**config.mk**
```make
export PLATFORM = sky130hd
export DESIGN_NAME = gwdt_top
export DESIGN_NICKNAME = d
export VERILOG_FILES = /design/src/rtl/gwdt_pkg.sv /design/src/rtl/gwdt_ctrl.sv /design/src/rtl/gwdt_datapath.sv /design/src/rtl/gwdt_top.sv
export SDC_FILE = /design/constraint.sdc
export NUM_CORES = 1
export LEC_CHECK = 0
export BUFFER_PORTS_ARGS = -buffer_cell sky130_fd_sc_hd__buf_4
export CAP_MARGIN = 0
export CORE_MARGIN = 2
export CORE_UTILIZATION = 50
export CTS_CLUSTER_SIZE = 20
export DETAILED_ROUTE_END_ITERATION = 12
export PLACE_DENSITY = 0.66
export SKIP_LAST_GASP = 1
export SYNTH_ARGS = -nofsm -noshare
export SYNTH_HDL_FRONTEND = slang
export SYNTH_HIERARCHICAL = 1
export SYNTH_SLANG_ARGS = --single-unit
```
**constraint.sdc**
```tcl
create_clock -name clk -period 3.7 [get_ports clk]
set_input_delay 0.185 -clock clk [delete_from_list [all_inputs] [get_ports clk]]
set_output_delay 0.185 -clock clk [all_outputs]
set_load 0.005 [all_outputs]
```
**src/rtl/gwdt_pkg.sv**
```systemverilog
package gwdt_pkg;
  localparam int HALF_W = 16;
  localparam int CNT_W  = 2 * HALF_W;
  localparam int ADDR_W = 6;

  localparam logic [ADDR_W-1:0] OFF_LDLO  = 6'h00;
  localparam logic [ADDR_W-1:0] OFF_LDHI  = 6'h04;
  localparam logic [ADDR_W-1:0] OFF_CTRL  = 6'h08;
  localparam logic [ADDR_W-1:0] OFF_CLR   = 6'h0C;
  localparam logic [ADDR_W-1:0] OFF_RAW   = 6'h10;
  localparam logic [ADDR_W-1:0] OFF_MASK  = 6'h14;
  localparam logic [ADDR_W-1:0] OFF_CNTLO = 6'h18;
  localparam logic [ADDR_W-1:0] OFF_CNTHI = 6'h1C;
  localparam logic [ADDR_W-1:0] OFF_KEY   = 6'h20;
  localparam logic [ADDR_W-1:0] OFF_PRLO  = 6'h2C;
  localparam logic [ADDR_W-1:0] OFF_PRHI  = 6'h30;

  localparam logic [CNT_W-1:0] OPEN_KEY = 32'h0000_E551;

  // control-to-datapath strobes and live configuration
  typedef struct packed {
    logic             kick;
    logic             clrInt;
    logic             clrRst;
    logic             cntEn;
    logic             rstEn;
    logic [CNT_W-1:0] loadVal;
    logic [CNT_W-1:0] preVal;
  } ctlStrobe_t;
endpackage

```
**src/rtl/gwdt_ctrl.sv**
```systemverilog
module gwdt_ctrl
  import gwdt_pkg::*;
(
  input  logic              clk,
  input  logic              rstN,
  input  logic              wrEn,
  input  logic [ADDR_W-1:0] addr,
  input  logic [CNT_W-1:0]  wrData,
  input  logic [CNT_W-1:0]  cntVal,
  input  logic              rawInt,
  input  logic              rawRst,
  input  logic              busy,
  output ctlStrobe_t        strobe,
  output logic              unlocked,
  output logic              irqOut,
  output logic [CNT_W-1:0]  rdData
);
  logic [HALF_W-1:0] loadLo, loadHi, preLo, preHi;
  logic [3:0]        ctrlReg;
  logic              maskReg;
  logic              guardedWr;

  assign guardedWr = wrEn && unlocked;

  always_ff @(posedge clk or negedge rstN) begin
    if (!rstN) begin
      unlocked <= 1'b0;
      loadLo   <= '0;
      loadHi   <= '0;
      preLo    <= '0;
      preHi    <= '0;
      ctrlReg  <= '0;
      maskReg  <= 1'b0;
    end else begin
      if (wrEn && addr == OFF_KEY) begin
        unlocked <= (wrData == OPEN_KEY);
      end
      if (guardedWr) begin
        case (addr)
          OFF_LDLO: loadLo  <= wrData[HALF_W-1:0];
          OFF_LDHI: loadHi  <= wrData[HALF_W-1:0];
          OFF_PRLO: preLo   <= wrData[HALF_W-1:0];
          OFF_PRHI: preHi   <= wrData[HALF_W-1:0];
          OFF_CTRL: ctrlReg <= wrData[3:0];
          OFF_MASK: maskReg <= wrData[0];
          default: ;
        endcase
      end
    end
  end

  always_comb begin
    strobe.kick    = guardedWr && addr == OFF_LDLO;
    strobe.clrInt  = guardedWr && addr == OFF_CLR && wrData[0];
    strobe.clrRst  = guardedWr && addr == OFF_CLR && wrData[3];
    strobe.cntEn   = ctrlReg[1];
    strobe.rstEn   = ctrlReg[3];
    strobe.loadVal = {loadHi, strobe.kick ? wrData[HALF_W-1:0] : loadLo};
    strobe.preVal  = {preHi, preLo};
  end

  assign irqOut = rawInt && ctrlReg[0] && !maskReg;

  always_comb begin
    rdData = '0;
    case (addr)
      OFF_LDLO:  rdData[HALF_W-1:0] = loadLo;
      OFF_LDHI:  rdData[HALF_W-1:0] = loadHi;
      OFF_CTRL:  rdData[3:0]        = ctrlReg;
      OFF_RAW:   rdData[4:0]        = {busy, rawRst, 2'b00, rawInt};
      OFF_MASK:  rdData[0]          = maskReg;
      OFF_CNTLO: rdData[HALF_W-1:0] = cntVal[HALF_W-1:0];
      OFF_CNTHI: rdData[HALF_W-1:0] = cntVal[CNT_W-1:HALF_W];
      OFF_KEY:   rdData[0]          = unlocked;
      OFF_PRLO:  rdData[HALF_W-1:0] = preLo;
      OFF_PRHI:  rdData[HALF_W-1:0] = preHi;
      default:   rdData = '0;
    endcase
  end
endmodule

```
**src/rtl/gwdt_datapath.sv**
```systemverilog
module gwdt_datapath
  import gwdt_pkg::*;
#(
  parameter int BUSY_TICKS = 3
) (
  input  logic             clk,
  input  logic             rstN,
  input  logic             tickEn,
  input  ctlStrobe_t       strobe,
  output logic [CNT_W-1:0] cntVal,
  output logic             rawInt,
  output logic             rawRst,
  output logic             busy,
  output logic             rstReq
);
  localparam int BUSY_W = $clog2(BUSY_TICKS + 1);
  localparam logic [BUSY_W-1:0] BUSY_INIT = BUSY_W'(BUSY_TICKS);

  logic [BUSY_W-1:0] busyCnt;
  logic              step, expire, hitPre;
  logic [CNT_W-1:0]  cntDec;

  assign step   = !strobe.kick && strobe.cntEn && tickEn;
  assign cntDec = cntVal - 1'b1;
  assign expire = step && cntVal == '0;
  assign hitPre = step && cntVal != '0 && cntDec == strobe.preVal;
  assign busy   = busyCnt != '0;

  always_ff @(posedge clk or negedge rstN) begin
    if (!rstN) begin
      cntVal  <= '0;
      busyCnt <= '0;
      rawInt  <= 1'b0;
      rawRst  <= 1'b0;
      rstReq  <= 1'b0;
    end else begin
      rstReq <= expire && strobe.rstEn;
      if (strobe.kick) begin
        cntVal <= strobe.loadVal;
      end else if (expire) begin
        cntVal <= strobe.loadVal;
      end else if (step) begin
        cntVal <= cntDec;
      end

      if (strobe.kick) begin
        busyCnt <= BUSY_INIT;
      end else if (tickEn && busy) begin
        busyCnt <= busyCnt - 1'b1;
      end

      if (hitPre) begin
        rawInt <= 1'b1;
      end else if (strobe.clrInt) begin
        rawInt <= 1'b0;
      end

      if (expire && strobe.rstEn) begin
        rawRst <= 1'b1;
      end else if (strobe.clrRst) begin
        rawRst <= 1'b0;
      end
    end
  end
endmodule

```
**src/rtl/gwdt_top.sv**
```systemverilog
module gwdt_top
  import gwdt_pkg::*;
#(
  parameter int BUSY_TICKS = 3
) (
  input  logic              clk,
  input  logic              rstN,
  input  logic              tickEn,
  input  logic              wrEn,
  input  logic [ADDR_W-1:0] addr,
  input  logic [CNT_W-1:0]  wrData,
  output logic [CNT_W-1:0]  rdData,
  output logic              irqOut,
  output logic              rstReq
);
  ctlStrobe_t       strobe;
  logic [CNT_W-1:0] cntVal;
  logic             rawInt, rawRst, busy, unlocked;

  gwdt_ctrl ctrl_i (
    .clk(clk), .rstN(rstN), .wrEn(wrEn), .addr(addr), .wrData(wrData),
    .cntVal(cntVal), .rawInt(rawInt), .rawRst(rawRst), .busy(busy),
    .strobe(strobe), .unlocked(unlocked), .irqOut(irqOut), .rdData(rdData)
  );

  gwdt_datapath #(.BUSY_TICKS(BUSY_TICKS)) dp_i (
    .clk(clk), .rstN(rstN), .tickEn(tickEn), .strobe(strobe),
    .cntVal(cntVal), .rawInt(rawInt), .rawRst(rawRst), .busy(busy),
    .rstReq(rstReq)
  );
endmodule

```
==> results of run 1 <==
==> power groups by stage <==
stage / Combinational, mW / Sequential, mW / Clock (mW)
floorplan: 0.0755 / 1.21 / 0
global placement: 0.148 / 1.21 / 0
detailed placement: 0.155 / 1.21 / 0
CTS: 0.156 / 1.18 / 1.07
global route: 0.174 / 1.18 / 1.10
finish: 0.156 / 1.18 / 1.05
==> cell usage in the layout, fill, tap and decap left out, types with 6 or more instances in the layout <==
cell type / netlist / routed
mux2_4: 20 / 20
or4_1: 7 / 7
nand2_1: 31 / 31
o21ai_0: 56 / 56
conb_1: 1 / 16
xor2_1: 7 / 7
and3_1: 9 / 9
dfrtp_1: 107 / 107
nor2_1: 36 / 36
nand4_1: 11 / 11
a22oi_1: 40 / 40
clkbuf_16: 0 / 9
inv_1: 10 / 10
mux2_2: 51 / 51
nor4_1: 15 / 15
nor3_1: 22 / 22
xnor2_1: 39 / 39
a21oi_1: 54 / 53
buf_4: 23 / 85
nand2b_1: 6 / 6
nand3_1: 36 / 36
==> worst max-delay path: cells and delay by family (launching register included) <==
family	cells	cell delay, ns
flip-flops	1	0.50
AO/OA/AOI/OAI	4	0.60
buffers and inverters	1	0.27
AND/OR/NAND/NOR	3	1.50
==> worst paths after layout <==
check                                            startpoint                            to  slack [ns]
worst max-delay path            dp_i/cntVal[16]$_DFFE_PN0P_   dp_i/cntVal[26]$_DFFE_PN0P_        0.66
worst min-delay path                             wrData[10]  ctrl_i/preLo[10]$_DFFE_PN0P_        0.09
worst max register to register  dp_i/cntVal[16]$_DFFE_PN0P_   dp_i/cntVal[26]$_DFFE_PN0P_        0.66
worst min register to register      dp_i/rawRst$_DFFE_PN0P_       dp_i/rawRst$_DFFE_PN0P_        0.50
max in group asynchronous                              rstN   dp_i/cntVal[22]$_DFFE_PN0P_        2.36
min in group asynchronous                              rstN    ctrl_i/maskReg$_DFFE_PN0P_        0.50
==> metal layers <==
metal	vias to the layer above	global-route usage, %	part of all wire, %
li1	2721	-	-
met1	2983	40.58	44
met2	257	46.65	46
met3	55	5.103	6.1
met4	0	12.72	3.4
met5	-	0	0
==> sequential cells by signal, summed over array words and instances, names as in the netlist, 2 cells and up <==
register and count:
ctrl_i/ctrlReg 4, ctrl_i/loadHi 16, ctrl_i/loadLo 16, ctrl_i/preHi 16, ctrl_i/preLo 16, dp_i/busyCnt 2, dp_i/cntVal 32
==> area by class of cell <==
| class | instances | share of cell area (%) |
|---|---|---|
| timing repair buffer | 86 | 8.362 |
| multi-input combinational | 545 | 49.62 |
| clock inverter | 5 | 1.001 |
| inverter | 10 | 0.4843 |
| tap | 180 | 2.906 |
| clock buffer | 10 | 3.083 |
| sequential | 107 | 34.54 |
==> logic make-up after synthesis <==
family                     synth area share (%)
xor gates and xnor gates                  5.785
other                                   0.05385
and+or+nand+nor                           18.29
buffers and inverters                     7.277
DFF                                       38.45
adders and majority gates                0.3593
AOI/OAI and AO/OA                         16.64
muxes                                     13.15
==> impl_metrics.ini, run 1 <==
[placed_design]
place_congestion = 1.007
dp.cells = 927
port_buffers = 59
dpl_cell_area_sq_mm = 0.007425
dp_hpwl_um = 15010
dp_slack_ns = 0.7350

[sta]
hold_slack_ns = 0.09139
hold_viol_final = 0
finalSetupTns_ns = 0
rsz0062_at_grt = false
worst_pin_slew_ns = 1.360
clock_skew_ns = 0.008395
slew_headroom_pct = 9.308
drv_slew = 0
finalCriticalPeriod_ns = 3.042
setup_viol_count_final = 0
setup_ws_ns = 0.6576
min_period_over_period_pct = 82.23
fmax_mhz = 328.7

[clock_tree]
cts_inserted_buffers = 9
cts-htree-levels = 3
cts_buffer_depth = 2
path_clk_slew_ns = 0.07
cts_resized = 0
ctsHoldBuffers = 1
ctsRootBufferMaster = clkbuf_16
cts_tree = yes
clock_sinks = 107
clock_latency_ns = 0.36
postCtsSetupRepairBufs = 0

[pwr]
clock_power_share_pct = 44.0
internal_power_mw = 1.849
net-switching-power_uw = 545.8
seq_power_share_pct = 49.5
powerDensity_mw_per_mm2 = 309.0
max-vdd-ir-drop_uv = 266.7
p_leak_nw = 3.484
p_comb_share_pct = 6.5
switching_share_pct = 22.79
power_mw = 2.395

[yosys]
synth_area_sq_mm = 0.006964
yosysSeqAreaShare_pct = 38.45
synth_edf_count = 0
synth.area.top_cells = dfrtp_1, mux2_2, xnor2_1
yosys.area.top_type_share_pct = 38.45
async_flop_share_pct = 100.0
synth_cell_types = 70
yosysMostFrequentCell = dfrtp_1
avgSynthCellArea_sq_um = 9.672
synthCells = 720
synth_common_cells = dfrtp_1, o21ai_0, a21oi_1, mux2_2, a22oi_1
synth-seq-cells = 107
yosys_most_used_dff = dfrtp_1
yosys.area.top_type = dfrtp_1
yosys_warnings = 6

[final_layout]
nFillCells = 1240
n_antenna_cell = 0
fin_area_sq_mm = 0.007751
fin_cells = 943
drive_above_1_share_pct = 25.16
layout.nets = 803
syn2layout_area_growth_pct = 11.30
multi_input_area_sq_mm = 0.003846
seqCellArea_sq_mm = 0.002678
fin_util_pct = 56.50

[global_routing]
grt_pass1_wl_um = 33290
grt_use_total_pct = 29.73
antenna_found_initial = 0
grt_start_max_net_pins = 70
overflow = 0
grt_pass1_vias = 5776

[hold_path]
whs_path_depth = 2
min_path_type = in2reg

[worst_setup_path]
max_stage_delay_ns = 0.65
reg2reg_depth = 8
cp.arrival_ns = 3.23
critPathLaunchType = register
crit_fanout = 26
crit_top_cell = o21ai_0
path_cells = nor3_1 -> nand4_1 -> nor4b_2 -> a31o_2 -> buf_4 -> a21oi_1 -> o21ai_0 -> o21ai_0
crit_type = reg2reg
slowest_stage = nor3_1
crit_required_ns = 3.89
cp-end-kind = register

[route]
routedWlPerCell_um = 22.97
final_antenna_net_count = 0
wl_um = 21670
drtIter0Drc = 559
firstDrtPassIters = 5
vias_per_cell = 6.380
vias = 6016
drcViolationCount = 0

[floorplanning]
core_sq_mm = 0.01372
die_x_um = 122.0
rows = 43
start_util_pct = 50.76
die_area_sq_mm = 0.01489
io_pins = 76
die_h_um = 122.0

[status]
status = finished, final reports clean

[run]
drv_cap = 0
(Power assumes the default switching activity.)
==> inputs of run 2 (changes only) <==
--- a/config.mk
+++ b/config.mk
@@ -11,7 +11,7 @@
 export CORE_UTILIZATION = 50
 export CTS_CLUSTER_SIZE = 20
 export DETAILED_ROUTE_END_ITERATION = 12
-export PLACE_DENSITY = 0.66
+export PLACE_DENSITY = 0.68
 export SKIP_LAST_GASP = 1
 export SYNTH_ARGS = -nofsm -noshare
 export SYNTH_HDL_FRONTEND = slang
==> constraint.sdc (replaced) <==
create_clock -name clk -period 2.4 [get_ports clk]
set_input_delay 0.12 -clock clk [delete_from_list [all_inputs] [get_ports clk]]
set_output_delay 0.12 -clock clk [all_outputs]
set_load 0.005 [all_outputs]
==> impl_metrics.ini, run 2 (synthesis results as in run 1) <==
[status]
status = complete, but fails checks
violations = negative setup slack

[route]
vias = 6697
firstDrtPassIters = 5
routedWlPerCell_um = 23.47
final_antenna_net_count = 0
drtIter0Drc = 718
drcViolationCount = 0
wl_um = 24790
vias_per_cell = 6.342

[clock_tree]
clock_sinks = 107
cts-htree-levels = 3
path_clk_slew_ns = 0.07
cts_buffer_depth = 2
ctsRootBufferMaster = clkbuf_16
cts_inserted_buffers = 9
cts_tree = yes
clock_latency_ns = 0.36

[floorplanning]
rows = 43
die_area_sq_mm = 0.01489
die_x_um = 122.0
start_util_pct = 50.76
io_pins = 76
core_sq_mm = 0.01372
die_h_um = 122.0

[hold_path]
hold_start = wrData[12]
min_path_type = in2reg
whs_endpoint = ctrl_i/preLo[12]$_DFFE_PN0P_
whs_path_depth = 2

[pwr]
seq_power_share_pct = 50.1
p_leak_nw = 4.212
p_comb_share_pct = 6.8
switching_share_pct = 23.36
clock_power_share_pct = 43.1
net-switching-power_uw = 851.1
internal_power_mw = 2.793
powerDensity_mw_per_mm2 = 393.4
max-vdd-ir-drop_uv = 560.7

[global_routing]
grt_pass1_vias = 6813
grt_use_total_pct = 34.37
antenna_found_initial = 0
grtUsageMet1_pct = 44.82
grt_start_max_net_pins = 54
met2_usage_pct = 54.54
top_usage_layer = met2
use_met3_pct = 8.099
overflow = 0
grt_pass1_wl_um = 38490

[final_layout]
n_antenna_cell = 0
top_register = dp_i/cntVal
layout.nets = 915
syn2layout_area_growth_pct = 33.00
multi_input_area_sq_mm = 0.004302
seqCellArea_sq_mm = 0.002678
nFillCells = 1108
largest_reg_flops = 32
final_common_cell = buf_4
mostFrequentLayoutCells = buf_4, dfrtp_1, mux2_2
drive_above_1_share_pct = 44.52

[sta]
clock_skew_ns = 0.01069
finalSetupTns_ns = -4.796
drv_slew = 0
setup_ws_ns = -0.2115
slew_headroom_pct = 39.79
finalCriticalPeriod_ns = 2.612
rsz0062_at_grt = true
min_period_over_period_pct = 108.8
worst_pin_slew_ns = 0.8949
setup_viol_count_final = 33
hold_viol_final = 0
fmax_mhz = 382.9

[worst_setup_path]
cp.arrival_ns = 2.85
critPathLaunchType = register
crit_type = reg2reg
crit_fanout = 8
worst_r2r_endpoint = dp_i/cntVal[31]$_DFFE_PN0P_
crit_required_ns = 2.64
cp-end-kind = register
r2r_start = dp_i/cntVal[6]$_DFFE_PN0P_
reg2reg_depth = 12
regToRegSetupSlack_ns = -0.21

[placed_design]
dp_slack_ns = -0.3544
place_congestion = 0.9287
port_buffers = 59
dp_hpwl_um = 17050

[run]
drv_cap = 0
-- run 2: worst max-delay path, stage by stage (launching register included) --
cell,delay (ns)
dfrtp_1,0.38
buf_4,0.17
nor4_4,0.30
buf_4,0.20
nand4_1,0.17
nor4b_4,0.34
buf_4,0.17
a31o_4,0.24
buf_6,0.16
buf_16,0.14
a21oi_2,0.03
o21ai_1,0.11
o21ai_1,0.07
-- run 2: worst max-delay path by stage --
stage                                        endpoint  cells after the start                       start  slack [ns]
final                     dp_i/cntVal[31]$_DFFE_PN0P_                     12  dp_i/cntVal[6]$_DFFE_PN0P_       -0.21
after global routing       dp_i/cntVal[2]$_DFFE_PN0P_                     12  dp_i/cntVal[0]$_DFFE_PN0P_       -0.29
after global placement        dp_i/rawInt$_DFFE_PN0P_                      9  dp_i/cntVal[0]$_DFFE_PN0P_       -0.37
after floorplan               dp_i/rawInt$_DFFE_PN0P_                     10  dp_i/cntVal[2]$_DFFE_PN0P_       -0.16
after detailed placement      dp_i/rawInt$_DFFE_PN0P_                      9  dp_i/cntVal[0]$_DFFE_PN0P_       -0.35
after CTS                     dp_i/rawInt$_DFFE_PN0P_                      8  dp_i/cntVal[0]$_DFFE_PN0P_       -0.20
-- run 2: layout make-up --
| class | instances | area share (%) |
|---|---|---|
| Clock buffer | 11 | 2.729 |
| Tap cell | 180 | 2.431 |
| Sequential cell | 107 | 28.91 |
| Inverter | 10 | 0.4052 |
| Clock inverter | 5 | 0.6484 |
| Multi-Input combinational cell | 545 | 46.44 |
| Timing Repair Buffer | 198 | 18.44 |
-- run 2: power groups by stage --
stage	Clock, mW	Combinational (mW)	Sequential, mW
floorplan	0	0.120	1.86
global placement	0	0.236	1.86
detailed placement	0	0.246	1.86
CTS	1.59	0.249	1.83
global route	1.66	0.279	1.83
finish	1.57	0.248	1.83
-- run 2: routing by layer --
metal	wire (um)	up-vias	share of wire, %
met3	1921	80	7.7
met4	1037	0	4.2
met5	0	-	0
li1	-	2939	-
met1	10180	3354	41
met2	11650	324	47
-- run 2: through the flow --
stage / util, % / power (mW) / hold WS [ns] / cell area (sq um) / instances
final: 67.51 / 3.644 / 0.02162 / 9263 / 1056
after global routing: 67.51 / 3.768 / 0.01619 / 9263 / 1056
after CTS: 66.60 / 3.670 / 0.008868 / 9138 / 1057
after detailed placement: 59.93 / 2.108 / 0.1011 / 8222 / 1015
after global placement: 59.93 / 2.096 / 0.09733 / 8222 / 1015
after floorplan: - / 1.980 / -0.1756 / 7236 / 735
-- run 2: repair_timing --
| item | 4_1_cts | 5_1_grt |
|---|---|---|
| gates cloned | 9 | 0 |
| pin swaps | 44 | 41 |
| hold buffers | 1 | 0 |
| endpoints found under the setup margin | 33 | 34 |
| setup buffers | 16 | 3 |
| hold endpoints to repair | 28 | 0 |
| gates resized for setup | 85 | 56 |
==> inputs of run 3 (changes only) <==
--- a/config.mk
+++ b/config.mk
@@ -8,10 +8,10 @@
 export BUFFER_PORTS_ARGS = -buffer_cell sky130_fd_sc_hd__buf_4
 export CAP_MARGIN = 0
 export CORE_MARGIN = 2
-export CORE_UTILIZATION = 50
+export CORE_UTILIZATION = 54
 export CTS_CLUSTER_SIZE = 20
 export DETAILED_ROUTE_END_ITERATION = 12
-export PLACE_DENSITY = 0.68
+export PLACE_DENSITY = 0.73
 export SKIP_LAST_GASP = 1
 export SYNTH_ARGS = -nofsm -noshare
 export SYNTH_HDL_FRONTEND = slang
==> impl_metrics.ini, run 3 (synthesis results as in run 1) <==
[placed_design]
place_congestion = 0.9741
dp_hpwl_um = 16330
dp_slack_ns = -0.2886
port_buffers = 59
dp.cells = 1009

[pwr]
max-vdd-ir-drop_uv = 550.2
powerDensity_mw_per_mm2 = 381.7
p_comb_share_pct = 7.0
seq_power_share_pct = 52.2
p_leak_nw = 4.176
clock_power_share_pct = 40.8
switching_share_pct = 24.09
net-switching-power_uw = 842.7
internal_power_mw = 2.656
power_mw = 3.498

[worst_setup_path]
cp.arrival_ns = 2.87
crit_required_ns = 2.63
critPathLaunchType = register
cp-end-kind = register
crit_type = reg2reg
crit_fanout = 7
path_cells = buf_6 -> nor4_4 -> buf_6 -> nand4_1 -> nor4b_4 -> buf_4 -> a31oi_4 -> buf_4 -> nor2_2 -> a41o_1 -> a21oi_1
max_stage_delay_ns = 0.41
slowest_stage = dfrtp_1

[global_routing]
grt_pass1_wl_um = 37350
grt_pass1_vias = 6826
grt_use_total_pct = 34.85
overflow = 0
grt_start_max_net_pins = 52
antenna_found_initial = 0

[sta]
rsz0062_at_grt = true
clock_skew_ns = 0.01109
worst_pin_slew_ns = 0.7643
fmax_mhz = 379.2
min_period_over_period_pct = 109.9
drv_slew = 0
finalCriticalPeriod_ns = 2.637
setup_ws_ns = -0.2371
setup_viol_count_final = 33
finalSetupTns_ns = -5.036
slew_headroom_pct = 48.58
hold_viol_final = 0

[clock_tree]
path_clk_slew_ns = 0.08
cts_tree = yes
clock_sinks = 107
cts_inserted_buffers = 9
cts_buffer_depth = 2
ctsRootBufferMaster = clkbuf_16
clock_latency_ns = 0.36
cts-htree-levels = 3

[route]
final_antenna_net_count = 0
drcViolationCount = 0
drtIter0Drc = 748
wl_um = 24500
vias_per_cell = 6.500
routedWlPerCell_um = 23.35
vias = 6818
firstDrtPassIters = 5

[final_layout]
final_common_cell = buf_4
fin_util_pct = 72.64
syn2layout_area_growth_pct = 31.62
largest_reg_flops = 32
n_antenna_cell = 0
drive_above_1_share_pct = 42.30
top_register = dp_i/cntVal
layout.nets = 916
fin_cells = 1049
mostFrequentLayoutCells = buf_4, dfrtp_1, mux2_2

[floorplanning]
start_util_pct = 55.19
rows = 41
die_x_um = 117.6
die_area_sq_mm = 0.01382
core_sq_mm = 0.01262
io_pins = 76
die_h_um = 117.6

[hold_path]
min_path_type = in2reg

[run]
drv_cap = 0

[status]
violations = negative setup slack
status = complete, but fails checks
## run 3: changes by cell type in the layout (fill, tap and decap cells not counted), sizes merged
cell	before	now
buf	197	196
clkbuf	11	12
bufinv	1	0
clkinv	2	4
## run 3: power by group through the flow
stage | Sequential, mW | Clock [mW] | Combinational (mW)
floorplan | 1.86 | 0 | 0.120
global placement | 1.86 | 0 | 0.233
detailed placement | 1.86 | 0 | 0.244
CTS | 1.82 | 1.44 | 0.247
global route | 1.82 | 1.51 | 0.276
finish | 1.83 | 1.43 | 0.246
## run 3: stage by stage
stage          hold slack, ns  area [sq um]
6_report              0.02805          9166
3_3_place_gp           0.1047          8227
5_1_grt               0.01975          9166
3_5_place_dp           0.1197          8227
4_1_cts               0.01749          8855
2_1_floorplan         -0.1756          7236
## run 3: metal layers
| metal | share of wire (%) | track usage [%] | wire length, um |
|---|---|---|---|
| met1 | 39 | 44.24 | 9491 |
| met2 | 47 | 55.96 | 11590 |
| met3 | 10 | 9.593 | 2449 |
| met4 | 3.9 | 15.21 | 967 |
| met5 | 0 | 0 | 0 |
## run 3: worst paths after layout
path / startpoint / end / slack [ns] / cells past startpoint
setup reg to reg: dp_i/cntVal[6]$_DFFE_PN0P_ / dp_i/cntVal[19]$_DFFE_PN0P_ / -0.24 / 11
setup / recovery: dp_i/cntVal[6]$_DFFE_PN0P_ / dp_i/cntVal[19]$_DFFE_PN0P_ / -0.24 / 11
max in group asynchronous: rstN / dp_i/cntVal[9]$_DFFE_PN0P_ / 1.42 / 3
hold / removal: wrData[8] / ctrl_i/preLo[8]$_DFFE_PN0P_ / 0.03 / 2
min in group asynchronous: rstN / ctrl_i/preHi[0]$_DFFE_PN0P_ / 0.27 / 2
hold reg to reg: dp_i/rawRst$_DFFE_PN0P_ / dp_i/rawRst$_DFFE_PN0P_ / 0.49 / 1
## run 3: cell type report
class,count,area (sq um)
clock buffer,10,239.0
multi-input combinational,545,4243
timing repair buffer,199,1713
fill,933,3453
sequential,107,2679
inverter,10,37.54
tap,172,215.2
clock inverter,6,40.04
## run 3: worst max-delay path, delay by kind of cell, from the launching register on
family | cells | cell delay (ns)
AOI/OAI and AO/OA | 3 | 0.40
buffers and inverters | 4 | 0.70
and+or+nand+nor | 4 | 0.98
DFF | 1 | 0.41
## run 3: timing repair
item | in CTS | in global routing
endpoints found under the hold margin | 34 | 0
hold buffers | 1 | 0
setup endpoints to repair | 33 | 33
setup buffers | 8 | 8
gates cloned | 6 | 3
gates resized for setup | 34 | 81
pin swaps | 5 | 50
